### src/rtl/rs_table_pkg.sv
// Package: rs_table_pkg
// Shared helpers for the rename table. Register index i answers to the
// architectural address 0 for i == 0 and to (1 << i) otherwise.
package rs_table_pkg;

    // Map a storage index to the architectural register address it decodes.
    function automatic int unsigned reg_addr_of(input int unsigned idx);
        return (idx == 0) ? 0 : (1 << idx);
    endfunction

endpackage

### src/rtl/rs_addr_dec.sv
// Module: rs_addr_dec
// Decodes one register address into a one-hot register select.
// Assumes ADDR_W is wide enough to hold the highest register address.
module rs_addr_dec
    import rs_table_pkg::*;
#(
    parameter int NREG   = 4,
    parameter int ADDR_W = 4
) (
    input  logic [ADDR_W-1:0] addr,
    output logic [NREG-1:0]   hit,
    output logic              ok
);

    // One comparator per register against its fixed address.
    for (genvar i = 0; i < NREG; i++) begin : g_cmp
        assign hit[i] = (addr == ADDR_W'(reg_addr_of(i)));
    end

    // The address is legal when some register claims it.
    assign ok = |hit;

endmodule

### src/rtl/rs_snoop.sv
// Module: rs_snoop
// Applies the result broadcast to a view of the table. A busy register
// whose tag equals the broadcast tag becomes settled with the broadcast
// value. Assumes producer tags are nonzero.
module rs_snoop #(
    parameter int NREG   = 4,
    parameter int TAG_W  = 4,
    parameter int DATA_W = 16
) (
    input  logic                         bc_valid,
    input  logic [TAG_W-1:0]             bc_tag,
    input  logic [DATA_W-1:0]            bc_data,
    input  logic [NREG-1:0]              busy_i,
    input  logic [NREG-1:0][TAG_W-1:0]   tag_i,
    input  logic [NREG-1:0][DATA_W-1:0]  data_i,
    output logic [NREG-1:0]              busy_o,
    output logic [NREG-1:0][TAG_W-1:0]   tag_o,
    output logic [NREG-1:0][DATA_W-1:0]  data_o
);

    logic [NREG-1:0] match;

    // Per register: capture the broadcast only on a current-tag match.
    for (genvar i = 0; i < NREG; i++) begin : g_reg
        assign match[i]  = bc_valid && busy_i[i] && (tag_i[i] == bc_tag);
        assign busy_o[i] = busy_i[i] && !match[i];
        assign tag_o[i]  = match[i] ? '0 : tag_i[i];
        assign data_o[i] = match[i] ? bc_data : data_i[i];
    end

endmodule

### src/rtl/rs_slot.sv
// Module: rs_slot
// One dispatch slot. Looks up both sources in the incoming view, then
// produces the outgoing view with the destination bound to the new tag.
// An illegal address on a valid dispatch flags an error and suppresses
// the rename. Assumes the incoming view already holds any broadcast and
// any earlier slot's rename.
module rs_slot #(
    parameter int NREG   = 4,
    parameter int ADDR_W = 4,
    parameter int TAG_W  = 4,
    parameter int DATA_W = 16
) (
    input  logic                         valid,
    input  logic [ADDR_W-1:0]            src_a,
    input  logic [ADDR_W-1:0]            src_b,
    input  logic [ADDR_W-1:0]            dst,
    input  logic [TAG_W-1:0]             new_tag,
    input  logic [NREG-1:0]              busy_i,
    input  logic [NREG-1:0][TAG_W-1:0]   tag_i,
    input  logic [NREG-1:0][DATA_W-1:0]  data_i,
    output logic [TAG_W-1:0]             opa_tag,
    output logic [DATA_W-1:0]            opa_data,
    output logic [TAG_W-1:0]             opb_tag,
    output logic [DATA_W-1:0]            opb_data,
    output logic                         err,
    output logic [NREG-1:0]              busy_o,
    output logic [NREG-1:0][TAG_W-1:0]   tag_o,
    output logic [NREG-1:0][DATA_W-1:0]  data_o
);

    localparam int NSRC = 2;

    logic [NSRC-1:0][ADDR_W-1:0] src;
    logic [NSRC-1:0][NREG-1:0]   src_hit;
    logic [NSRC-1:0]             src_ok;
    logic [NSRC-1:0][TAG_W-1:0]  op_tag;
    logic [NSRC-1:0][DATA_W-1:0] op_data;
    logic [NREG-1:0]             dst_hit;
    logic                        dst_ok;
    logic                        do_ren;

    assign src[0] = src_a;
    assign src[1] = src_b;

    // Source lookups: decode, then return either the value or the tag.
    for (genvar s = 0; s < NSRC; s++) begin : g_src
        rs_addr_dec #(.NREG(NREG), .ADDR_W(ADDR_W)) u_dec (
            .addr (src[s]),
            .hit  (src_hit[s]),
            .ok   (src_ok[s])
        );

        // Operand select: value with tag 0 when settled, tag with data 0 when busy.
        always_comb begin
            op_tag[s]  = '0;
            op_data[s] = '0;
            for (int i = 0; i < NREG; i++) begin
                if (src_hit[s][i]) begin
                    if (busy_i[i]) op_tag[s]  = tag_i[i];
                    else           op_data[s] = data_i[i];
                end
            end
        end
    end

    assign opa_tag  = op_tag[0];
    assign opa_data = op_data[0];
    assign opb_tag  = op_tag[1];
    assign opb_data = op_data[1];

    rs_addr_dec #(.NREG(NREG), .ADDR_W(ADDR_W)) u_dst_dec (
        .addr (dst),
        .hit  (dst_hit),
        .ok   (dst_ok)
    );

    assign err    = valid && !(dst_ok && (&src_ok));
    assign do_ren = valid && dst_ok && (&src_ok);

    // Destination rename: rebind the selected register to the new tag.
    for (genvar i = 0; i < NREG; i++) begin : g_ren
        assign busy_o[i] = busy_i[i] || (do_ren && dst_hit[i]);
        assign tag_o[i]  = (do_ren && dst_hit[i]) ? new_tag : tag_i[i];
        assign data_o[i] = data_i[i];
    end

endmodule

### src/rtl/rs_store.sv
// Module: rs_store
// Holds the table state: busy flags, tags and data. Synchronous
// active-low reset settles every register on its INIT_DATA value.
module rs_store #(
    parameter int NREG   = 4,
    parameter int TAG_W  = 4,
    parameter int DATA_W = 16,
    parameter logic [NREG*DATA_W-1:0] INIT_DATA = '0
) (
    input  logic                         clk,
    input  logic                         rst_n,
    input  logic [NREG-1:0]              busy_d,
    input  logic [NREG-1:0][TAG_W-1:0]   tag_d,
    input  logic [NREG-1:0][DATA_W-1:0]  data_d,
    output logic [NREG-1:0]              busy_q,
    output logic [NREG-1:0][TAG_W-1:0]   tag_q,
    output logic [NREG-1:0][DATA_W-1:0]  data_q
);

    // State register: load the reset image or the fully updated view.
    always_ff @(posedge clk) begin
        if (!rst_n) begin
            busy_q <= '0;
            tag_q  <= '0;
            data_q <= INIT_DATA;
        end else begin
            busy_q <= busy_d;
            tag_q  <= tag_d;
            data_q <= data_d;
        end
    end

endmodule

### src/rtl/rs_table.sv
// Module: rs_table
// Register status and rename table. Lookup order within a cycle:
// broadcast first, then slot 0 lookups and rename, then slot 1 lookups and
// rename. The last view is stored at the clock edge. Lookups are
// combinational. Assumes dispatch tags are nonzero; tag 0 means "value".
module rs_table #(
    parameter int NREG   = 4,
    parameter int NSLOT  = 2,
    parameter int TAG_W  = 4,
    parameter int DATA_W = 16,
    parameter logic [NREG*DATA_W-1:0] INIT_DATA = {16'd7, 16'd10, 16'd3, 16'd6},
    localparam int ADDR_W = NREG
) (
    input  logic                          clk,
    input  logic                          rst_n,
    input  logic [NSLOT-1:0]              dsp_valid,
    input  logic [NSLOT-1:0][ADDR_W-1:0]  dsp_src_a,
    input  logic [NSLOT-1:0][ADDR_W-1:0]  dsp_src_b,
    input  logic [NSLOT-1:0][ADDR_W-1:0]  dsp_dst,
    input  logic [NSLOT-1:0][TAG_W-1:0]   dsp_tag,
    input  logic                          bc_valid,
    input  logic [TAG_W-1:0]              bc_tag,
    input  logic [DATA_W-1:0]             bc_data,
    output logic [NSLOT-1:0][TAG_W-1:0]   opa_tag,
    output logic [NSLOT-1:0][DATA_W-1:0]  opa_data,
    output logic [NSLOT-1:0][TAG_W-1:0]   opb_tag,
    output logic [NSLOT-1:0][DATA_W-1:0]  opb_data,
    output logic [NSLOT-1:0]              dsp_err
);

    logic [NREG-1:0]              cur_busy;
    logic [NREG-1:0][TAG_W-1:0]   cur_tag;
    logic [NREG-1:0][DATA_W-1:0]  cur_data;

    logic [NSLOT:0][NREG-1:0]             v_busy;
    logic [NSLOT:0][NREG-1:0][TAG_W-1:0]  v_tag;
    logic [NSLOT:0][NREG-1:0][DATA_W-1:0] v_data;

    rs_store #(
        .NREG(NREG), .TAG_W(TAG_W), .DATA_W(DATA_W), .INIT_DATA(INIT_DATA)
    ) u_store (
        .clk    (clk),
        .rst_n  (rst_n),
        .busy_d (v_busy[NSLOT]),
        .tag_d  (v_tag[NSLOT]),
        .data_d (v_data[NSLOT]),
        .busy_q (cur_busy),
        .tag_q  (cur_tag),
        .data_q (cur_data)
    );

    rs_snoop #(.NREG(NREG), .TAG_W(TAG_W), .DATA_W(DATA_W)) u_snoop (
        .bc_valid (bc_valid),
        .bc_tag   (bc_tag),
        .bc_data  (bc_data),
        .busy_i   (cur_busy),
        .tag_i    (cur_tag),
        .data_i   (cur_data),
        .busy_o   (v_busy[0]),
        .tag_o    (v_tag[0]),
        .data_o   (v_data[0])
    );

    // Slot chain: each slot reads the view left by the one before it.
    for (genvar s = 0; s < NSLOT; s++) begin : g_slot
        rs_slot #(
            .NREG(NREG), .ADDR_W(ADDR_W), .TAG_W(TAG_W), .DATA_W(DATA_W)
        ) u_slot (
            .valid    (dsp_valid[s]),
            .src_a    (dsp_src_a[s]),
            .src_b    (dsp_src_b[s]),
            .dst      (dsp_dst[s]),
            .new_tag  (dsp_tag[s]),
            .busy_i   (v_busy[s]),
            .tag_i    (v_tag[s]),
            .data_i   (v_data[s]),
            .opa_tag  (opa_tag[s]),
            .opa_data (opa_data[s]),
            .opb_tag  (opb_tag[s]),
            .opb_data (opb_data[s]),
            .err      (dsp_err[s]),
            .busy_o   (v_busy[s+1]),
            .tag_o    (v_tag[s+1]),
            .data_o   (v_data[s+1])
        );
    end

endmodule

### config.mk
export PLATFORM = sky130hd
export DESIGN_NAME = rs_table
export DESIGN_NICKNAME = d
export VERILOG_FILES = /design/src/rtl/rs_table_pkg.sv /design/src/rtl/rs_addr_dec.sv /design/src/rtl/rs_snoop.sv /design/src/rtl/rs_slot.sv /design/src/rtl/rs_store.sv /design/src/rtl/rs_table.sv
export SDC_FILE = /design/constraint.sdc
export NUM_CORES = 1
export LEC_CHECK = 0
export ABC_AREA = 1
export BUFFER_PORTS_ARGS = -buffer_cell sky130_fd_sc_hd__buf_2
export CAP_MARGIN = 20
export CORE_MARGIN = 2
export CORE_UTILIZATION = 35
export DETAILED_ROUTE_END_ITERATION = 10
export RECOVER_POWER = 25
export SLEW_MARGIN = 30
export SYNTH_ARGS = -nofsm -noshare
export SYNTH_HDL_FRONTEND = slang
export SYNTH_SLANG_ARGS = --single-unit
### constraint.sdc
create_clock -name clk -period 1.71 [get_ports clk]
set_clock_uncertainty 0.1 [all_clocks]
set_input_delay 0.171 -clock clk [delete_from_list [all_inputs] [get_ports clk]]
set_output_delay 0.171 -clock clk [all_outputs]
set_load 0.1 [all_outputs]
==> metrics.txt <==
status complete, but fails checks; failing checks setup timing; setup ws final -939 ps; First DRT Iteration DRCs 1123; final WL 36000 um; Post-synth ARST share 0; sequential-to-total area share from yosys stat 0.233; Post-Synthesis Cells 1274; power share of the combinational group 0.256; Die W 148 um; Net Sw Frac 0.341; Int Pwr 3.44 mW; clock sinks 84; Worst Path Required 1440 ps; Clock transition at path regs 80 ps; Layout Utilization 0.731; clk_lat worst skew 340 ps; via count of the first global-routing pass 9672; Clk network pwr share 0.371; worst-case clock buffer depth 2; ANT nets after route 0; most frequent cells in the layout nand2_1 (284), buf_4 (203), inv_1 (117), buf_12 (115), nand2_2 (106); floorplan row count 52; critical path class reg2out; Die H 148 um; area of placed instances 12100 sq um; Ys Warns 0; # setup viols final 116; layout cells sized above 1 0.566; Setup WS pre-CTS -597 ps; core area 20200 sq um; Pins Over Slew Limit 0; I/O Pins 139; Cell Area, Synth 7210 sq um; top cell type's share of synthesized area 0.250; leading area contributor after synthesis nand2_1; Root Buffer clkbuf_16; Synthesized Nets 1331; number of synthesized register bits 84; largest net degree at the start of global routing 37; slew margin rel. 0.662; area of the die 21800 sq um; number of synthesized flops with an enable pin 0; most common flop cell mapped by yosys dfxtp_1; crit-path max FO 7; Filler cells 1428; total CTS buffers 9; commonest non-fill, non-tap cell in the layout nand2_1; min cycle time layout 2650 ps; drt wl/cell 18.6 um; crit end category primary output; residual DRC count 0; f_max 0.377 GHz; P_leak 6.85 nW; CP arrival 2380 ps; Fin Hold WS 10.9 ps; GP Congestion 0.978; Port Buffers 138; syn_area_per_cell 5.66 sq um; fin area 14800 sq um; Setup TNS Final -69440 ps; CTS tree yes; Post-Layout Cell Count 1932; Net Switching 1.78 mW; P per Cell Area 353 nW/um^2; Overflow after GRT 0; mean number of vias per cell 5.39; final hold violation count 0; Max Cap Viol 0; Worst Tran Pin Value 503 ps; Cell Count Post-Placement 1855; Yosys cell types 44; GRT Total Usage 0.307; Sequential Power Share 0.373; area grow syn2layout 105%; final cycle utilization of the critical path 1.55; hpwl dp 23400 um; total power 5.22 mW; DR vias 10400; first-pass GRT wire length 52700 um; initial antenna violation count 1; hold crit path type in2reg; synth top area cells nand2_1 (25%), dfxtp_1 (23%), nand3_1 (8.5%); drt pass-1 iters 7; crit start category register; Initial Utilization 0.356; total number of H-tree levels 3; Final nets 1713; worst vdd ir 0.439 mV; RSZ-0062 raised after global routing yes
-- power by group through the flow --
| stage | registers [mW] | clock network, mW | logic (mW) |
|---|---|---|---|
| floorplan | 2.00 | 0 | 0.628 |
| global placement | 2.00 | 0 | 1.15 |
| detailed placement | 2.00 | 0 | 1.15 |
| CTS | 1.95 | 1.92 | 1.26 |
| global route | 1.94 | 2.01 | 1.39 |
| finish | 1.95 | 1.94 | 1.34 |
-- per-layer routing --
metal	vias to the layer above	global-route usage	wire (um)
met2	657	0.468	16100
met1	4822	0.432	14800
met3	155	0.0562	3790
met5	-	0	8
li1	4777	-	-
met4	2	0.110	1350
-- final timing paths --
| kind | startpoint | end | slack [ps] | depth (start not counted) |
|---|---|---|---|---|
| setup / recovery | u_store.tag_q[5]$_SDFF_PN0_ | opb_data[25] | -940 | 15 |
| hold / removal | bc_data[9] | u_store.data_q[57]$_SDFF_PN0_ | 10 | 3 |
| setup reg to reg | u_store.tag_q[12]$_SDFF_PN0_ | u_store.tag_q[15]$_SDFF_PN0_ | -300 | 15 |
| hold reg to reg | u_store.data_q[2]$_SDFF_PN1_ | u_store.data_q[2]$_SDFF_PN1_ | 360 | 2 |
-- cell families (layout without fill, tap and decap cells) --
group,Yosys count,after routing,synth area share
simple gates,828,829,0.516
buf+inv,230,616,0.138
compound gates,132,132,0.113
flops,84,84,0.233
other cells,0,1,0
-- sequential cells by signal, indices dropped and copies added, names as in the netlist --
signal,flops
u_store.data_q,64
u_store.tag_q,16
u_store.busy_q,4
-- what timing repair did --
item / CTS / global route
gates cloned: 8 / 0
buffers inserted: 48 / 18
endpoints found under the setup margin: 100 / 145
resized for setup: 322 / 212
pin swaps: 106 / 93
hold buffers: 0 / 0
hold endpoints to repair: 0 / 0
-- cell usage after synthesis (all sizes together), types with 2 or more instances --
master	count
nand2	498
inv	178
nor2	151
nand3	130
dfxtp	84
o21ai	77
buf	36
nand4	30
a21oi	24
clkbuf	15
o21a	13
o211ai	11
or2	8
nor3	5
nor4	3
a31oi	2
nand3b	2
o2111ai	2
-- critical path, cell delays in order, from the launching register on --
cell,delay [ps]
dfxtp_4,380
inv_2,50
nand2_2,70
nand3_2,90
nor2_2,120
nand2_2,100
nand2_4,130
buf_12,120
nand2_8,90
nor2_8,200
clkbuf_16,200
nand2_2,50
nand3_1,80
nand2_2,100
nand2_8,80
buf_12,160
-- area by class of cell --
cell class | count | area, sq um | area share
timing repair inverter | 1 | 8.76 | 0.000592
antenna | 1 | 2.50 | 0.000169
inverter | 179 | 716 | 0.0484
timing repair buffer | 420 | 4710 | 0.318
tap | 270 | 338 | 0.0228
sequential | 84 | 1720 | 0.116
clock inverter | 7 | 57.6 | 0.00389
multi-input combinational | 961 | 7020 | 0.474
clock buffer | 9 | 225 | 0.0152
No activity file was read; power rests on OpenSTA's default activity.
